===== config.mk =====
export PLATFORM = sky130hd
export DESIGN_NAME = prog_delay_line
export DESIGN_NICKNAME = d
export VERILOG_FILES = /design/src/rtl/pdl_pkg.sv /design/src/rtl/pdl_stage.sv /design/src/rtl/pdl_code_reg.sv /design/src/rtl/prog_delay_line.sv
export SDC_FILE = /design/constraint.sdc
export NUM_CORES = 1
export LEC_CHECK = 0
export ABC_AREA = 1
export CORE_UTILIZATION = 30
export DETAILED_ROUTE_END_ITERATION = 8
export SYNTH_ARGS = -nofsm -noshare
export SYNTH_HDL_FRONTEND = slang
export SYNTH_HIERARCHICAL = 1
export SYNTH_SLANG_ARGS = --single-unit

===== constraint.sdc =====
create_clock -name clk -period 2.2 [get_ports clk]
set_clock_uncertainty 0.05 [all_clocks]
set_input_delay 0.22 -clock clk [delete_from_list [all_inputs] [get_ports clk]]
set_output_delay 0.22 -clock clk [all_outputs]
set_load 0.03 [all_outputs]

===== src/rtl/pdl_pkg.sv =====
package pdl_pkg;
  // Units of delay selected by a binary code plus the optional extra unit.
  function automatic int unsigned pdl_units(input logic [15:0] code, input logic extra);
    int unsigned acc;
    acc = 0;
    for (int k = 0; k < 16; k++) begin
      if (code[k]) acc = acc + (32'd1 << k);
    end
    return acc + (extra ? 32'd1 : 32'd0);
  endfunction
endpackage


===== src/rtl/pdl_stage.sv =====
module pdl_stage #(
  parameter int LEN = 1
) (
  input  logic clk,
  input  logic rst,
  input  logic din,
  input  logic sel,
  output logic dout
);
  logic [LEN-1:0] sr;

  generate
    if (LEN == 1) begin : g_one
      always_ff @(posedge clk) begin
        if (rst) sr <= '0;
        else     sr <= din;
      end
    end else begin : g_many
      always_ff @(posedge clk) begin
        if (rst) sr <= '0;
        else     sr <= {sr[LEN-2:0], din};
      end
    end
  endgenerate

  assign dout = sel ? sr[LEN-1] : din;
endmodule


===== src/rtl/pdl_code_reg.sv =====
module pdl_code_reg #(
  parameter int W = 11
) (
  input  logic         clk,
  input  logic         rst,
  input  logic         hold,
  input  logic         force_min,
  input  logic         force_max,
  input  logic [W-1:0] d_in,
  output logic [W-1:0] code_eff,
  output logic         extra
);
  logic [W-1:0] held_q;
  logic         max_mode;

  assign max_mode = force_max & ~force_min;

  always_ff @(posedge clk) begin
    if (rst)            held_q <= '0;
    else if (force_min) held_q <= '0;
    else if (force_max) held_q <= '1;
    else if (!hold)     held_q <= d_in;
  end

  always_comb begin
    if (force_min)      code_eff = '0;
    else if (force_max) code_eff = '1;
    else if (hold)      code_eff = held_q;
    else                code_eff = d_in;
  end

  assign extra = max_mode;

  // stored code cannot move while held and no override acted
  p_hold_frozen_r3: assert property (@(posedge clk) disable iff (rst)
    ($past(hold) && !$past(force_min) && !$past(force_max)) |-> $stable(held_q));
  // minimum override leaves the store cleared
  p_fmin_clear_r7: assert property (@(posedge clk) disable iff (rst)
    $past(force_min) |-> (held_q == '0));
  // maximum override alone leaves the store filled
  p_fmax_fill_r7: assert property (@(posedge clk) disable iff (rst)
    ($past(force_max) && !$past(force_min)) |-> (&held_q));
endmodule


===== src/rtl/prog_delay_line.sv =====
module prog_delay_line #(
  parameter int CODE_W  = 10,
  parameter int MIN_LAT = 4
) (
  input  logic              clk,
  input  logic              rst,
  input  logic              din,
  input  logic              out_block,
  input  logic              hold,
  input  logic              force_min,
  input  logic              force_max,
  input  logic [CODE_W:0]   code_in,
  output logic              dout,
  output logic              casc_p,
  output logic              casc_n
);
  import pdl_pkg::*;

  localparam int          CW        = CODE_W + 1;
  localparam int unsigned MAX_UNITS = 32'd1 << CODE_W;

  logic [CW-1:0]     code_eff;
  logic              extra;
  logic [CODE_W+1:0] link;
  logic              fixed_out;
  logic              chain_out;
  int unsigned       units_now;

  pdl_code_reg #(.W(CW)) u_code (
    .clk(clk), .rst(rst), .hold(hold),
    .force_min(force_min), .force_max(force_max),
    .d_in(code_in), .code_eff(code_eff), .extra(extra)
  );

  // Fixed minimum latency, always inserted
  pdl_stage #(.LEN(MIN_LAT)) u_fixed (
    .clk(clk), .rst(rst), .din(din), .sel(1'b1), .dout(fixed_out)
  );

  assign link[0] = fixed_out;

  // Extra one-unit stage, used only in forced-maximum mode
  pdl_stage #(.LEN(1)) u_extra (
    .clk(clk), .rst(rst), .din(link[0]), .sel(extra), .dout(link[1])
  );

  // Binary-weighted stages, heaviest first
  generate
    for (genvar i = 0; i < CODE_W; i++) begin : g_bin
      localparam int BIT = CODE_W - 1 - i;
      pdl_stage #(.LEN(1 << BIT)) u_st (
        .clk(clk), .rst(rst), .din(link[i+1]),
        .sel(code_eff[BIT]), .dout(link[i+2])
      );
    end
  endgenerate

  assign chain_out = link[CODE_W+1];
  assign dout      = chain_out & ~out_block;
  assign casc_p    = code_eff[CODE_W];
  assign casc_n    = ~code_eff[CODE_W];

  assign units_now = pdl_units(16'(code_eff[CODE_W-1:0]), extra);

  // minimum override gives zero units and low cascade
  p_fmin_zero_r4: assert property (@(posedge clk) disable iff (rst)
    force_min |-> (units_now == 0 && !casc_p));
  // maximum override gives full range plus one unit
  p_fmax_full_r5: assert property (@(posedge clk) disable iff (rst)
    (force_max && !force_min) |-> (units_now == MAX_UNITS && casc_p));
  // transparent cascade bit
  p_casc_follow_r2: assert property (@(posedge clk) disable iff (rst)
    (!hold && !force_min && !force_max) |-> (casc_p == code_in[CODE_W]));
  // gated output stays low
  p_block_low_r8: assert property (@(posedge clk) disable iff (rst)
    out_block |-> !dout);
endmodule


==> results of run 1 <==
-- what timing repair did --
item                                   CTS  global route
setup endpoints to repair                1             2
buffers inserted                         0             2
hold buffers                             1             0
endpoints found under the hold margin   35             0
resized for setup                        3            14
pin swaps                                0            22
cloned                                   0             0
-- through the flow --
stage          TNS [ns]   util  cell area (um2)  hold WS [ns]
4_1_cts          -0.910  0.351            34800        0.0225
3_3_place_gp      -1.21  0.317            31400         0.338
5_1_grt           -1.19  0.352            34800        0.0650
2_1_floorplan   -0.0143      -            30200         0.237
6_report         -0.859  0.352            34800        0.0759
3_5_place_dp      -1.15  0.317            31400         0.342
-- cell families after synthesis --
family        after synthesis  synth area share
other cells                 1          0.000124
simple gates             1121             0.140
buf+inv                  1173             0.170
flops                    1039             0.689
-- worst reg2reg max path, delay by kind of cell (launching register included) --
kind / cells / cell delay, ns
buffers and inverters: 3 / 0.13
flip-flops: 1 / 0.30
AND/OR/NAND/NOR: 22 / 1.38
-- routing by layer --
metal / vias up / routed length, um / GRT usage
li1: 9063 / - / -
met1: 7118 / 18700 / 0.0954
met2: 145 / 13800 / 0.109
met3: 88 / 1400 / 0.0220
met4: 0 / 1230 / 0.0321
met5: - / 0 / 0
-- final timing paths --
path,start,to,slack (ns)
max,u_code/held_q[9],dout,-0.86
min,din,u_fixed/sr[0],0.08
max reg2reg,u_code/held_q[9],g_bin[9].u_st/sr,0.26
min reg2reg,g_bin[1].u_st/sr[136],g_bin[1].u_st/sr[137],0.34
-- cells in the final DEF, fill, tap and decap left out, types with 2 or more instances in the layout --
cell | netlist | final
conb_1 | 1 | 2
buf_4 | 26 | 34
inv_2 | 0 | 3
nor2_1 | 1034 | 1033
bufinv_16 | 0 | 6
clkbuf_8 | 8 | 29
nor2_2 | 7 | 7
dfxtp_1 | 1039 | 1039
nand2_2 | 0 | 11
clkinv_8 | 0 | 2
clkinvlp_4 | 0 | 2
clkinv_16 | 0 | 2
clkinv_2 | 0 | 18
inv_1 | 1056 | 1052
clkbuf_16 | 0 | 99
clkdlybuf4s50_1 | 0 | 16
nand2_1 | 69 | 58
buf_12 | 0 | 16
nand3_1 | 11 | 10
clkbuf_1 | 1 | 22
-- layout make-up --
class	count	area [um2]
clock inverters	33	418
fillers	10120	64200
inverters	1056	3970
well taps	1287	1610
flip-flops and latches	1039	20800
multi-input cells	1123	4290
clock buffers	150	2960
repair buffers	69	772
-- state kept, by name (all words and copies together) (netlist names) --
name and count:
u_code/held_q 11, u_fixed/sr 4, u_extra/sr 1, g_bin.u_st/sr 1023
-- where the power goes --
| group | total [uW] | leakage (uW) | internal [uW] | switching [uW] |
|---|---|---|---|---|
| logic | 511 | 0.00333 | 157 | 354 |
| clock network | 16900 | 0.00167 | 10000 | 6910 |
| registers | 18800 | 0.00837 | 18800 | 5.66 |
==> out/metrics.cfg, run 1 <==
[worst_setup_path]
cp_num_buf_inv = 4
path_class = reg2out
slowest_delay_ns = 0.30
cp.depth = 28
critPathLaunchType = flop
crit_required_ns = 1.93
end_kind = output port
path_delay_family = simple AND/OR/NAND/NOR gates
path_max_fanout = 2
worstPathArrival_ns = 2.79
crit_slowest_cell = dfxtp_1
rr_worst_depth = 25

[layout]
area_delta_synth_final_pct = 15.3
nNetsFinal = 3406
drive_gt1_frac = 0.0683
antennaDiodeCount = 0
stdcell_count = 4757

[route]
dr.pass1.iters = 4
via_count = 16414
routed_wl_um = 35100
vias_per_cell = 3.45
drt_iter0_drc = 680
drcViolationCount = 0
ant_nets = 0
wl_per_cell_um = 7.37

[status]
outcome = complete, but fails checks
failed_checks = setup timing

[clock_network]
clkLatencyLatePin_ns = 0.65
clock_path_buffers = 3
path_clk_slew_ns = 0.06
cts_root_buf = clkbuf_16
cts_buffers = 99
cts_num_sinks = 1039
cts_tree = built
cts_htree_levels = 3

[worst_hold_path]
hold_class = in2reg
holdPathStages = 3

[sta]
finalSetupViolCount = 1
fin_crit_sh = 1.39
slew_violations = 0
layout_min_cycle_time_ns = 3.06
setup_ws_ns = -0.859
fmax_mhz = 327
final_hold_viol_count = 0
rsz0062_at_grt = yes

[pwr]
leakage_uw = 0.0134
peakVddDrop_uv = 738
pwr_density_cell_nw_per_um2 = 1040
p_total_uw = 36300

[synthesis]
synth_area_leader_cell = dfxtp_1
synthArstFlopShare = 0
yosys_warnings = 6
synthFlopType = dfxtp_1
synth.cell_area_um2 = 30200
yosysSeqAreaShare = 0.689
yosysUniqueCellTypes = 13
synth-edff-count = 0
ys_ff_latch = 1039
synth.avg_cell_area_um2 = 9.05
synth.most_common_cell = inv_1
ys_top_cells_by_count = inv_1 (1056), dfxtp_1 (1039), nor2_1 (1034)
synthCells = 3334
synth.area.top_cells = dfxtp_1 (69%), inv_1 (13%), nor2_1 (13%), buf_6 (2.7%), nand2_1 (0.86%)
yosysTopAreaCellShare = 0.689

[die]
rows = 115
ios = 21
start_util = 0.305
dieArea_um2 = 102000
chipHeight_um = 319
core_um2 = 99000
chipWidth_um = 319

[placement]
dp_hpwl_um = 18200
gp_congestion = 0.712
dp_cells = 4571
dpl_worst_slack_ns = -0.770
io_buffer_count = 20

[flow_run]
max_cap_viol_count = 0

[global_routing]
grt_pass1_wl_um = 65300
grt_max_degree = 120
grt_use_total = 0.0725
antenna_found_initial = 0
grt_pass1_vias = 15293
grt-ovfl-total = 0

Power figures use the tool's default switching activity.
==> run 2, diff against run 1 <==
--- a/config.mk
+++ b/config.mk
@@ -8,6 +8,9 @@
 export ABC_AREA = 1
 export CORE_UTILIZATION = 30
 export DETAILED_ROUTE_END_ITERATION = 8
+export HOLD_SLACK_MARGIN = 0.12
+export REMOVE_ABC_BUFFERS = 1
+export SLEW_MARGIN = 20
 export SYNTH_ARGS = -nofsm -noshare
 export SYNTH_HDL_FRONTEND = slang
 export SYNTH_HIERARCHICAL = 1
==> run 2 against run 1 <==
Effect of this change: the run still ends with setup timing left; global-route usage barely moved; utilization rose by 0.096 points; first-iteration DRC count shrank 4.9%; sequential share of layout area decreased by 0.16 points; sequential power hardly changed; cell count grew 0.15%; largest cell class unchanged.
==> out/metrics.cfg, run 2 (synthesis results as in run 1) <==
[sta]
final_hold_viol_count = 0  ; unchanged
fin_crit_sh = 1.37  ; -0.0191
fmax_mhz = 331  ; +1.4%
layout_min_cycle_time_ns = 3.02  ; -0.0421 ns
rsz0062_at_grt = yes
setup_ws_ns = -0.817  ; +0.0421 ns
finalSetupViolCount = 1  ; unchanged
slew_violations = 0  ; unchanged
finalHoldWorstSlack_ns = 0.219  ; +0.143 ns

[layout]
antennaDiodeCount = 0  ; unchanged
nFillCells = 10079  ; -0.41%
area_delta_synth_final_pct = 15.6
nNetsFinal = 3413  ; +0.21%
top_regs = g_bin.u_st/sr (1023), u_code/held_q (11), u_fixed/sr (4)
seqCellArea_um2 = 20800  ; about the same
largest_reg_flops = 1023  ; unchanged
multi_input_area_um2 = 4290  ; +0.12%
final_common_cell = inv_1
stdcell_area_um2 = 34900  ; +0.27%
regMostFlops = g_bin.u_st/sr
layout_common_cells = inv_1 (1052), dfxtp_1 (1038), nor2_1 (1034)
fin_util = 0.353  ; +0.000961
drive_gt1_frac = 0.0716  ; +0.00331

[clock_network]
clock_path_buffers = 3  ; unchanged
path_clk_slew_ns = 0.06  ; about the same
cts_num_sinks = 1039  ; unchanged
cts_htree_levels = 3  ; unchanged
cts_root_buf = clkbuf_16
cts_tree = built
cts_buffers = 99  ; unchanged
clkLatencyLatePin_ns = 0.63  ; -0.02 ns

[placement]
dpl_worst_slack_ns = -0.743  ; +0.0274 ns
gp_congestion = 0.691  ; -2.9%
dp_hpwl_um = 18400  ; +1.3%
io_buffer_count = 20  ; unchanged
placed_area_um2 = 31400  ; +0.16%

[route]
drcViolationCount = 0  ; unchanged
drt_iter0_drc = 647  ; -4.9%
dr.pass1.iters = 4  ; unchanged
routed_wl_um = 35200  ; +0.42%
ant_nets = 0  ; unchanged
vias_per_cell = 3.46  ; +0.27%
wl_per_cell_um = 7.39  ; +0.27%
via_count = 16482  ; +0.41%

[worst_setup_path]
crit_top_cell = nand2_2
slowest_delay_ns = 0.29  ; about the same
crit_required_ns = 1.93  ; about the same
crit_slowest_cell = dfxtp_1
critPathLaunchType = flop
end_kind = output port
path_max_fanout = 2  ; unchanged
worstPathArrival_ns = 2.75  ; -0.04 ns
path_class = reg2out

[global_routing]
grt_max_degree = 110  ; -8.3%
grt_pass1_wl_um = 65000  ; -0.41%
grt_pass1_vias = 15415  ; +0.80%
antenna_found_initial = 0  ; unchanged
grt-ovfl-total = 0  ; unchanged
grt_use_total = 0.0720  ; -0.000479

[pwr]
p_int_uw = 29200  ; +0.41%
peakVddDrop_uv = 649  ; -12%
switching_share = 0.198  ; -0.00175
clkPwrFrac = 0.467  ; about the same
p_switching_uw = 7220  ; -0.69%
p_total_uw = 36400  ; +0.19%
pwr_density_cell_nw_per_um2 = 1040  ; about the same
seq_power_share = 0.518  ; about the same
leakage_uw = 0.0134  ; +0.23%
p_comb_frac = 0.015  ; about the same

[die]
ios = 21  ; unchanged
chipWidth_um = 319  ; unchanged
chipHeight_um = 319  ; unchanged
dieArea_um2 = 102000  ; unchanged
core_um2 = 99000  ; unchanged
start_util = 0.305  ; unchanged
rows = 115  ; unchanged

[flow_run]
max_cap_viol_count = 0  ; unchanged

[status]
failed_checks = setup timing
outcome = complete, but fails checks

[worst_hold_path]
hold_class = in2reg

==> run 2: cell types whose count changed in the layout (fill, tap and decap cells not counted), moves of 3 or more <==
cell        change
clkinv_2        -3
inv_6           +3
nand2_2         +7
nand2_1         -7
clkbuf_8        -7
clkinvlp_4      +5
buf_12          +4
==> run 2: final timing paths <==
path	from	to	slack (ns)	depth (start not counted)
setup / recovery	u_code/held_q[9]	dout	-0.82	28
hold / removal	code_in[5]	u_code/held_q[5]	0.22	5
setup reg to reg	u_code/held_q[9]	g_bin[9].u_st/sr	0.18	26
hold reg to reg	g_bin[0].u_st/sr[335]	g_bin[0].u_st/sr[336]	0.33	2
==> run 2: repair_timing <==
item,in CTS,in global routing
setup buffers,1,6
endpoints found under the hold margin,237,0
endpoints found under the setup margin,1,3
hold buffers,2,0
pin swaps,2,23
gates resized for setup,3,21
==> run 2: area by class of cell <==
cell class,instances,area share
clock buffer,145,0.0834
clock inverter,38,0.0130
inverter,1056,0.114
multi-input combinational,1123,0.123
sequential,1039,0.596
tap,1287,0.0461
timing repair buffer,76,0.0251
==> run 2: metrics by stage <==
| stage | TNS, ns | instances |
|---|---|---|
| 6_report | -0.817 | 4764 |
| 3_5_place_dp | -1.39 | 4572 |
| 4_1_cts | -0.895 | 4758 |
| 3_3_place_gp | -1.46 | 4572 |
| 5_1_grt | -1.15 | 4764 |
| 2_1_floorplan | -0.112 | 3218 |
==> run 2: power groups by stage <==
| stage | combinational, uW | sequential [uW] | clock (uW) |
|---|---|---|---|
| global route | 598 | 18800 | 18400 |
| floorplan | 79.1 | 19300 | 0 |
| detailed placement | 526 | 19300 | 0 |
| CTS | 533 | 18800 | 17700 |
| global placement | 528 | 19300 | 0 |
| finish | 531 | 18800 | 17000 |
==> run 2: critical path: cells and delay by family, from the launching register on <==
kind / cells / cell delay, ns
simple gates: 24 / 1.59
buf+inv: 4 / 0.26
flops: 1 / 0.29
==> run 2: per-layer routing <==
layer	global-route usage	routed length, um	up-vias
met1	0.0906	18300	7182
met3	0.0198	1560	72
met5	0	0	-
li1	-	-	9076
met2	0.113	14300	152
met4	0.0353	1030	0
